--- config.mk ---
export PLATFORM = sky130hd
export DESIGN_NAME = alarm_irq_ctrl
export DESIGN_NICKNAME = d
export VERILOG_FILES = /design/src/rtl/alarm_irq_pkg.sv /design/src/rtl/alarm_flag_chan.sv /design/src/rtl/irq_pin_drv.sv /design/src/rtl/alarm_irq_ctrl.sv
export SDC_FILE = /design/constraint.sdc
export NUM_CORES = 1
export LEC_CHECK = 0
export BUFFER_PORTS_ARGS = -buffer_cell sky130_fd_sc_hd__clkbuf_2
export CORE_MARGIN = 5
export CORE_UTILIZATION = 40
export DETAILED_ROUTE_END_ITERATION = 7
export PLACE_DENSITY = 0.72
export SLEW_MARGIN = 40
export SYNTH_ARGS = -nofsm -noshare
export SYNTH_HDL_FRONTEND = slang
export SYNTH_SLANG_ARGS = --single-unit
--- constraint.sdc ---
create_clock -name clk -period 1.1 [get_ports clk]
set_input_delay 0.165 -clock clk [delete_from_list [all_inputs] [get_ports clk]]
set_output_delay 0.165 -clock clk [all_outputs]
set_load 0.02 [all_outputs]
--- src/rtl/alarm_irq_pkg.sv ---
package alarm_irq_pkg;
  localparam int unsigned NUM_ALARM = 2;
  localparam int unsigned IDX_TOD   = 0;
  localparam int unsigned IDX_WD    = 1;

  typedef struct packed {
    logic upd_en;
    logic swap;
    logic b_level;
    logic pulse_mode;
    logic wd_mask;
    logic tod_mask;
  } cmd_t;

  localparam cmd_t CMD_RESET = '{upd_en: 1'b1, swap: 1'b1, b_level: 1'b0,
                                 pulse_mode: 1'b0, wd_mask: 1'b1, tod_mask: 1'b1};
endpackage

--- src/rtl/alarm_flag_chan.sv ---
module alarm_flag_chan #(
  parameter int unsigned PULSE_TICKS = 3
) (
  input  logic clk,
  input  logic rst,
  input  logic event_i,
  input  logic clr_i,
  input  logic tick_i,
  input  logic pulse_mode_i,
  output logic flag_o
);
  localparam int unsigned CNT_W = $clog2(PULSE_TICKS + 1);
  localparam logic [CNT_W-1:0] CNT_LOAD = CNT_W'(PULSE_TICKS);

  logic [CNT_W-1:0] remain_q;
  logic             flag_q;

  always_ff @(posedge clk) begin
    if (rst) begin
      flag_q   <= 1'b0;
      remain_q <= '0;
    end else if (clr_i) begin
      flag_q   <= 1'b0;
      remain_q <= '0;
    end else if (event_i) begin
      flag_q   <= 1'b1;
      remain_q <= CNT_LOAD;
    end else if (pulse_mode_i && flag_q && tick_i) begin
      if (remain_q == '0) flag_q <= 1'b0;
      else                remain_q <= remain_q - 1'b1;
    end
  end

  assign flag_o = flag_q;
endmodule

--- src/rtl/irq_pin_drv.sv ---
module irq_pin_drv (
  input  logic clk,
  input  logic rst,
  input  logic req_i,
  input  logic active_lvl_i,
  output logic val_o,
  output logic oe_o
);
  always_ff @(posedge clk) begin
    if (rst) begin
      val_o <= 1'b1;
      oe_o  <= 1'b0;
    end else begin
      oe_o  <= req_i;
      val_o <= req_i ? active_lvl_i : ~active_lvl_i;
    end
  end
endmodule

--- src/rtl/alarm_irq_ctrl.sv ---
module alarm_irq_ctrl
  import alarm_irq_pkg::*;
#(
  parameter int unsigned PULSE_TICKS = 3,
  parameter int unsigned DATA_W      = 8
) (
  input  logic              clk,
  input  logic              rst,
  input  logic              wd_event,
  input  logic              tod_event,
  input  logic              wd_clr,
  input  logic              tod_clr,
  input  logic              ms_tick,
  input  logic              cmd_we,
  input  logic [DATA_W-1:0] cmd_wdata,
  output logic [DATA_W-1:0] cmd_rdata,
  output logic              irq_a_val,
  output logic              irq_a_oe,
  output logic              irq_b_val,
  output logic              irq_b_oe,
  output logic              freeze_updates
);
  localparam int unsigned CTRL_BITS = $bits(cmd_t);

  cmd_t                 cmd_q;
  logic [NUM_ALARM-1:0] ev_vec, clr_vec, flag_vec, mask_vec, req_vec;
  logic                 req_a, req_b;

  always_ff @(posedge clk) begin
    if (rst)         cmd_q <= CMD_RESET;
    else if (cmd_we) cmd_q <= cmd_t'(cmd_wdata[DATA_W-1 -: CTRL_BITS]);
  end

  assign ev_vec[IDX_TOD]   = tod_event;
  assign ev_vec[IDX_WD]    = wd_event;
  assign clr_vec[IDX_TOD]  = tod_clr;
  assign clr_vec[IDX_WD]   = wd_clr;
  assign mask_vec[IDX_TOD] = cmd_q.tod_mask;
  assign mask_vec[IDX_WD]  = cmd_q.wd_mask;

  for (genvar g = 0; g < NUM_ALARM; g++) begin : g_chan
    alarm_flag_chan #(.PULSE_TICKS(PULSE_TICKS)) u_chan (
      .clk          (clk),
      .rst          (rst),
      .event_i      (ev_vec[g]),
      .clr_i        (clr_vec[g]),
      .tick_i       (ms_tick),
      .pulse_mode_i (cmd_q.pulse_mode),
      .flag_o       (flag_vec[g])
    );
    assign req_vec[g] = flag_vec[g] & ~mask_vec[g];
  end

  assign req_a = cmd_q.swap ? req_vec[IDX_TOD] : req_vec[IDX_WD];
  assign req_b = cmd_q.swap ? req_vec[IDX_WD]  : req_vec[IDX_TOD];

  irq_pin_drv u_pin_a (
    .clk          (clk),
    .rst          (rst),
    .req_i        (req_a),
    .active_lvl_i (1'b0),
    .val_o        (irq_a_val),
    .oe_o         (irq_a_oe)
  );

  irq_pin_drv u_pin_b (
    .clk          (clk),
    .rst          (rst),
    .req_i        (req_b),
    .active_lvl_i (cmd_q.b_level),
    .val_o        (irq_b_val),
    .oe_o         (irq_b_oe)
  );

  assign cmd_rdata      = {cmd_q, flag_vec[IDX_WD], flag_vec[IDX_TOD]};
  assign freeze_updates = ~cmd_q.upd_en;
endmodule

==> summary.md <==
| Metric | Value |
|---|---|
| Post-detailed-route DRC marker count | 0 |
| Slowest CP cell | sky130_fd_sc_hd__dfxtp_2 |
| Number of standard cells after synthesis | 71 |
| Post-route fraction of the period consumed by the critical path | 112% |
| Share of power burned in combinational logic | 15.8% |
| Ordered list of cells on the worst path | inv_2 > ha_4 > nand4b_1 > mux2i_1 > o21a_1 |
| Final RePlAce weighted congestion | 0.736 |
| Synthesized netlist net count | 89 |
| Vias in the first global route | 543 |
| Proportion of layout cells with a drive suffix above 1 | 47.5% |
| Via density per instance | 4.96 |
| Post-route antenna net violation count | 0 |
| Peak ir drop on the vdd network | 723 uV |
| Number of optimization iterations in the first detailed-route pass | 3 |
| Normalized max-slew margin | 82.1% |
| CP Capture Type | register |
| Outcome | finished with violations |
| Design internal power | 0.901 mW |
| Critical path peak fanout | 2 |
| Most repeated cell in the gate-level netlist after synthesis | sky130_fd_sc_hd__dfxtp_1 |
| Number of input and output port buffers inserted | 26 |
| Max stage delay on crit path | 350 ps |
| Distinct cell type count after synthesis | 20 |
| Half-perimeter wire length of the detailed placement result | 1.06 mm |
| Hold Crit Class | in -> reg |
| Clock latency at the later pin of the worst-skew pair | 280 ps |
| Cell type group with the largest total delay on the critical path | flip-flops |
| CTS buffer count | 3 |
| Share of power burned in registers | 52.2% |
| Pins over their slew limit | 0 |
| Full die area | 0.00261 mm^2 |
| Worst Skew | 1.45 ps |
| Violations in the final reports | setup timing |
| Register Area | 330 um^2 |
| Top achievable clock speed | 0.815 GHz |
| Synth area leader | sky130_fd_sc_hd__dfxtp_1 |
| Diode insertion count for antenna repair | 0 |
| CTS tree | built |
| Fraction of registers with async set/reset | 0% |
| Chip Height | 51.1 um |
| Setup-failing EPs final | 5 |
| Deepest clock path buffer count | 2 |
| Std-Cell Core Area | 0.00156 mm^2 |
| Sequential-to-total area share from yosys stat | 47.3% |
| Final worst setup slack | -127 ps |
| Total Wirelength | 1.43 mm |
| Die Wd | 51.1 um |
| Switch Pwr | 0.303 mW |
| Placed Instance Area | 830 um^2 |
| First-pass GRT wire length | 2.21 mm |
| Final routed wire length divided by cell count | 12.2 um |
| Yosys top cell area share | 47.3% |
| Clk sink count | 16 |
| Dpl ws | -104 ps |
| Depth of the CTS H-tree | 1 |
| Total of max-cap violations | 0 |
| Synth Register Bits | 16 |
| Buffers & Inverters on Critical Path | 1 |
| Layout overhead on the synthesized area | 35.3% |
| Total of warnings raised by yosys | 0 |
| Number of standard-cell rows in the floorplan | 14 |
| Number of design-rule violations left by the first detailed-router iteration | 6 |
| Clock-pin slew on the worst setup and hold paths | 90 ps |
| Sum of overflow across all layers after global routing | 0 |
| Least-Margin Pin Slew | 267 ps |
| Cell area after synthesis | 677 um^2 |
| Buffer type at the clock tree root | sky130_fd_sc_hd__clkbuf_4 |
| Kind of launch point of the worst setup path | register |
| Multi-input gate area in the final layout | 315 um^2 |
| Setup repair after global routing missed its margin | yes |
| Arrival time of data at the critical path endpoint | 1410 ps |
| Top FF cell, synth | sky130_fd_sc_hd__dfxtp_1 |
| Average footprint of a synthesized cell | 9.53 um^2 |
| Fraction of power spent switching nets | 25.1% |
| Power density over cell area | 1310 mW/mm^2 |
| Dominant cells by area after synthesis | sky130_fd_sc_hd__dfxtp_1 47%, sky130_fd_sc_hd__mux2i_1 10%, sky130_fd_sc_hd__buf_4 4.4% |
| Fin nets | 120 |
| Initial antenna violation count | 0 |
| Number of vias in the routed layout | 580 |
| Clock Power Share | 32.0% |
| Post-route design area | 916 um^2 |
| Layout filler cell count | 140 |
| Maximum number of pins on one net before global-route repair | 13 |
| Number of enable flip-flop cells after synthesis | 0 |
| Critical setup path kind | reg -> reg |
| Effective utilization at floorplan | 43.4% |
| Hold violation total from the final report | 0 |
| Post-route minimum period | 1230 ps |
| Number of top-level pins | 29 |
| Global routing usage summed across all routing layers | 11.1% |
| Leak pwr | 0.447 nW |
| Most used standard cells in the synthesized netlist | 16 x sky130_fd_sc_hd__dfxtp_1, 7 x sky130_fd_sc_hd__inv_1, 7 x sky130_fd_sc_hd__mux2i_1, 6 x sky130_fd_sc_hd__nor2_1 |
| Required @ worst endpoint | 1280 ps |
[power by group through the flow]
stage | clock network (mW) | logic [mW] | registers [mW]
4_1_cts | 0.403 | 0.181 | 0.629
5_1_grt | 0.421 | 0.208 | 0.633
3_3_place_gp | 0 | 0.166 | 0.640
6_report | 0.385 | 0.190 | 0.629
2_1_floorplan | 0 | 0.0987 | 0.655
3_5_place_dp | 0 | 0.170 | 0.642
[registers in the layout (all words and copies together) (netlist names)]
name,count
u_pin_b.val_o,1
g_chan.u_chan.flag_o,2
u_pin_a.val_o,1
u_pin_a.oe_o,1
cmd_rdata,6
g_chan.u_chan.remain_q,4
u_pin_b.oe_o,1
[final timing paths]
| kind | slack (ps) | from | to | depth (start not counted) |
|---|---|---|---|---|
| hold / removal | 50 | tod_clr | g_chan[0].u_chan.flag_o | 2 |
| setup / recovery | -130 | g_chan[1].u_chan.remain_q[0] | g_chan[1].u_chan.remain_q[1] | 5 |
| setup reg to reg | -130 | g_chan[1].u_chan.remain_q[0] | g_chan[1].u_chan.remain_q[1] | 5 |
| hold reg to reg | 530 | cmd_rdata[7] | cmd_rdata[7] | 2 |
[cells by family (layout without fill, tap and decap cells)]
| family | Yosys count | after routing | share of synthesized area [%] |
|---|---|---|---|
| XOR/XNOR | 2 | 2 | 2.59 |
| multiplexers | 7 | 7 | 10.4 |
| adder cells (fa/ha/maj) | 2 | 2 | 3.70 |
| flip-flops | 16 | 16 | 47.3 |
| buffers and inverters | 13 | 43 | 9.80 |
| AO/OA/AOI/OAI | 11 | 11 | 10.9 |
| AND/OR/NAND/NOR | 20 | 20 | 15.3 |
[through the flow]
stage          hold WS [ps]  instances  setup TNS [ps]  power, mW  utilization, %
3_5_place_dp            352        109            -341      0.811            53.2
2_1_floorplan           242         71            -130      0.753               -
3_3_place_gp            350        109            -291      0.806            53.2
6_report               51.8        117            -446       1.20            58.7
4_1_cts                49.4        115            -351       1.21            57.1
5_1_grt                40.9        117            -686       1.26            58.7
[placed cells by master (no fill, tap or decap)]
master / n
sky130_fd_sc_hd__o21a_1: 4
sky130_fd_sc_hd__a21o_1: 1
sky130_fd_sc_hd__nand2_1: 4
sky130_fd_sc_hd__xnor2_1: 2
sky130_fd_sc_hd__inv_1: 3
sky130_fd_sc_hd__dfxtp_4: 1
sky130_fd_sc_hd__nor3_1: 2
sky130_fd_sc_hd__dfxtp_2: 5
sky130_fd_sc_hd__buf_8: 1
sky130_fd_sc_hd__mux2i_1: 7
sky130_fd_sc_hd__buf_4: 7
sky130_fd_sc_hd__dfxtp_1: 10
sky130_fd_sc_hd__o211ai_1: 2
sky130_fd_sc_hd__nor2_1: 6
sky130_fd_sc_hd__nand3_1: 2
sky130_fd_sc_hd__inv_2: 4
sky130_fd_sc_hd__ha_4: 2
sky130_fd_sc_hd__clkbuf_4: 3
sky130_fd_sc_hd__clkbuf_2: 24
sky130_fd_sc_hd__a21oi_1: 3
sky130_fd_sc_hd__nand3b_1: 2
sky130_fd_sc_hd__nor3b_1: 1
sky130_fd_sc_hd__nand4b_1: 2
sky130_fd_sc_hd__a31oi_1: 1
sky130_fd_sc_hd__clkbuf_8: 1
sky130_fd_sc_hd__nor2b_1: 1
[final cells by class]
cell class                 count  area share [%]
sequential                    16            36.1
multi-input combinational     42            34.4
timing repair buffer          32            20.5
clock buffer                   4            3.96
inverter                       7            2.87
tap                           16            2.19
[per-layer routing]
metal / track usage [%] / wire [um] / part of all wire [%] / vias up
met3: 2.91 / 66 / 4.6 / 2
met5: 0 / 0 / 0 / -
met4: 5.38 / 12 / 0.84 / 0
met2: 18.5 / 686 / 48 / 11
met1: 13.4 / 661 / 46 / 270
li1: - / - / - / 297
[what timing repair did]
| action | 4_1_cts | 5_1_grt |
|---|---|---|
| hold buffers | 0 | 0 |
| setup buffers | 2 | 2 |
| endpoints found under the setup margin | 5 | 9 |
| pin swaps | 4 | 2 |
| cloned | 0 | 0 |
| gates resized for setup | 3 | 7 |
No activity file was read; power rests on OpenSTA's default activity.
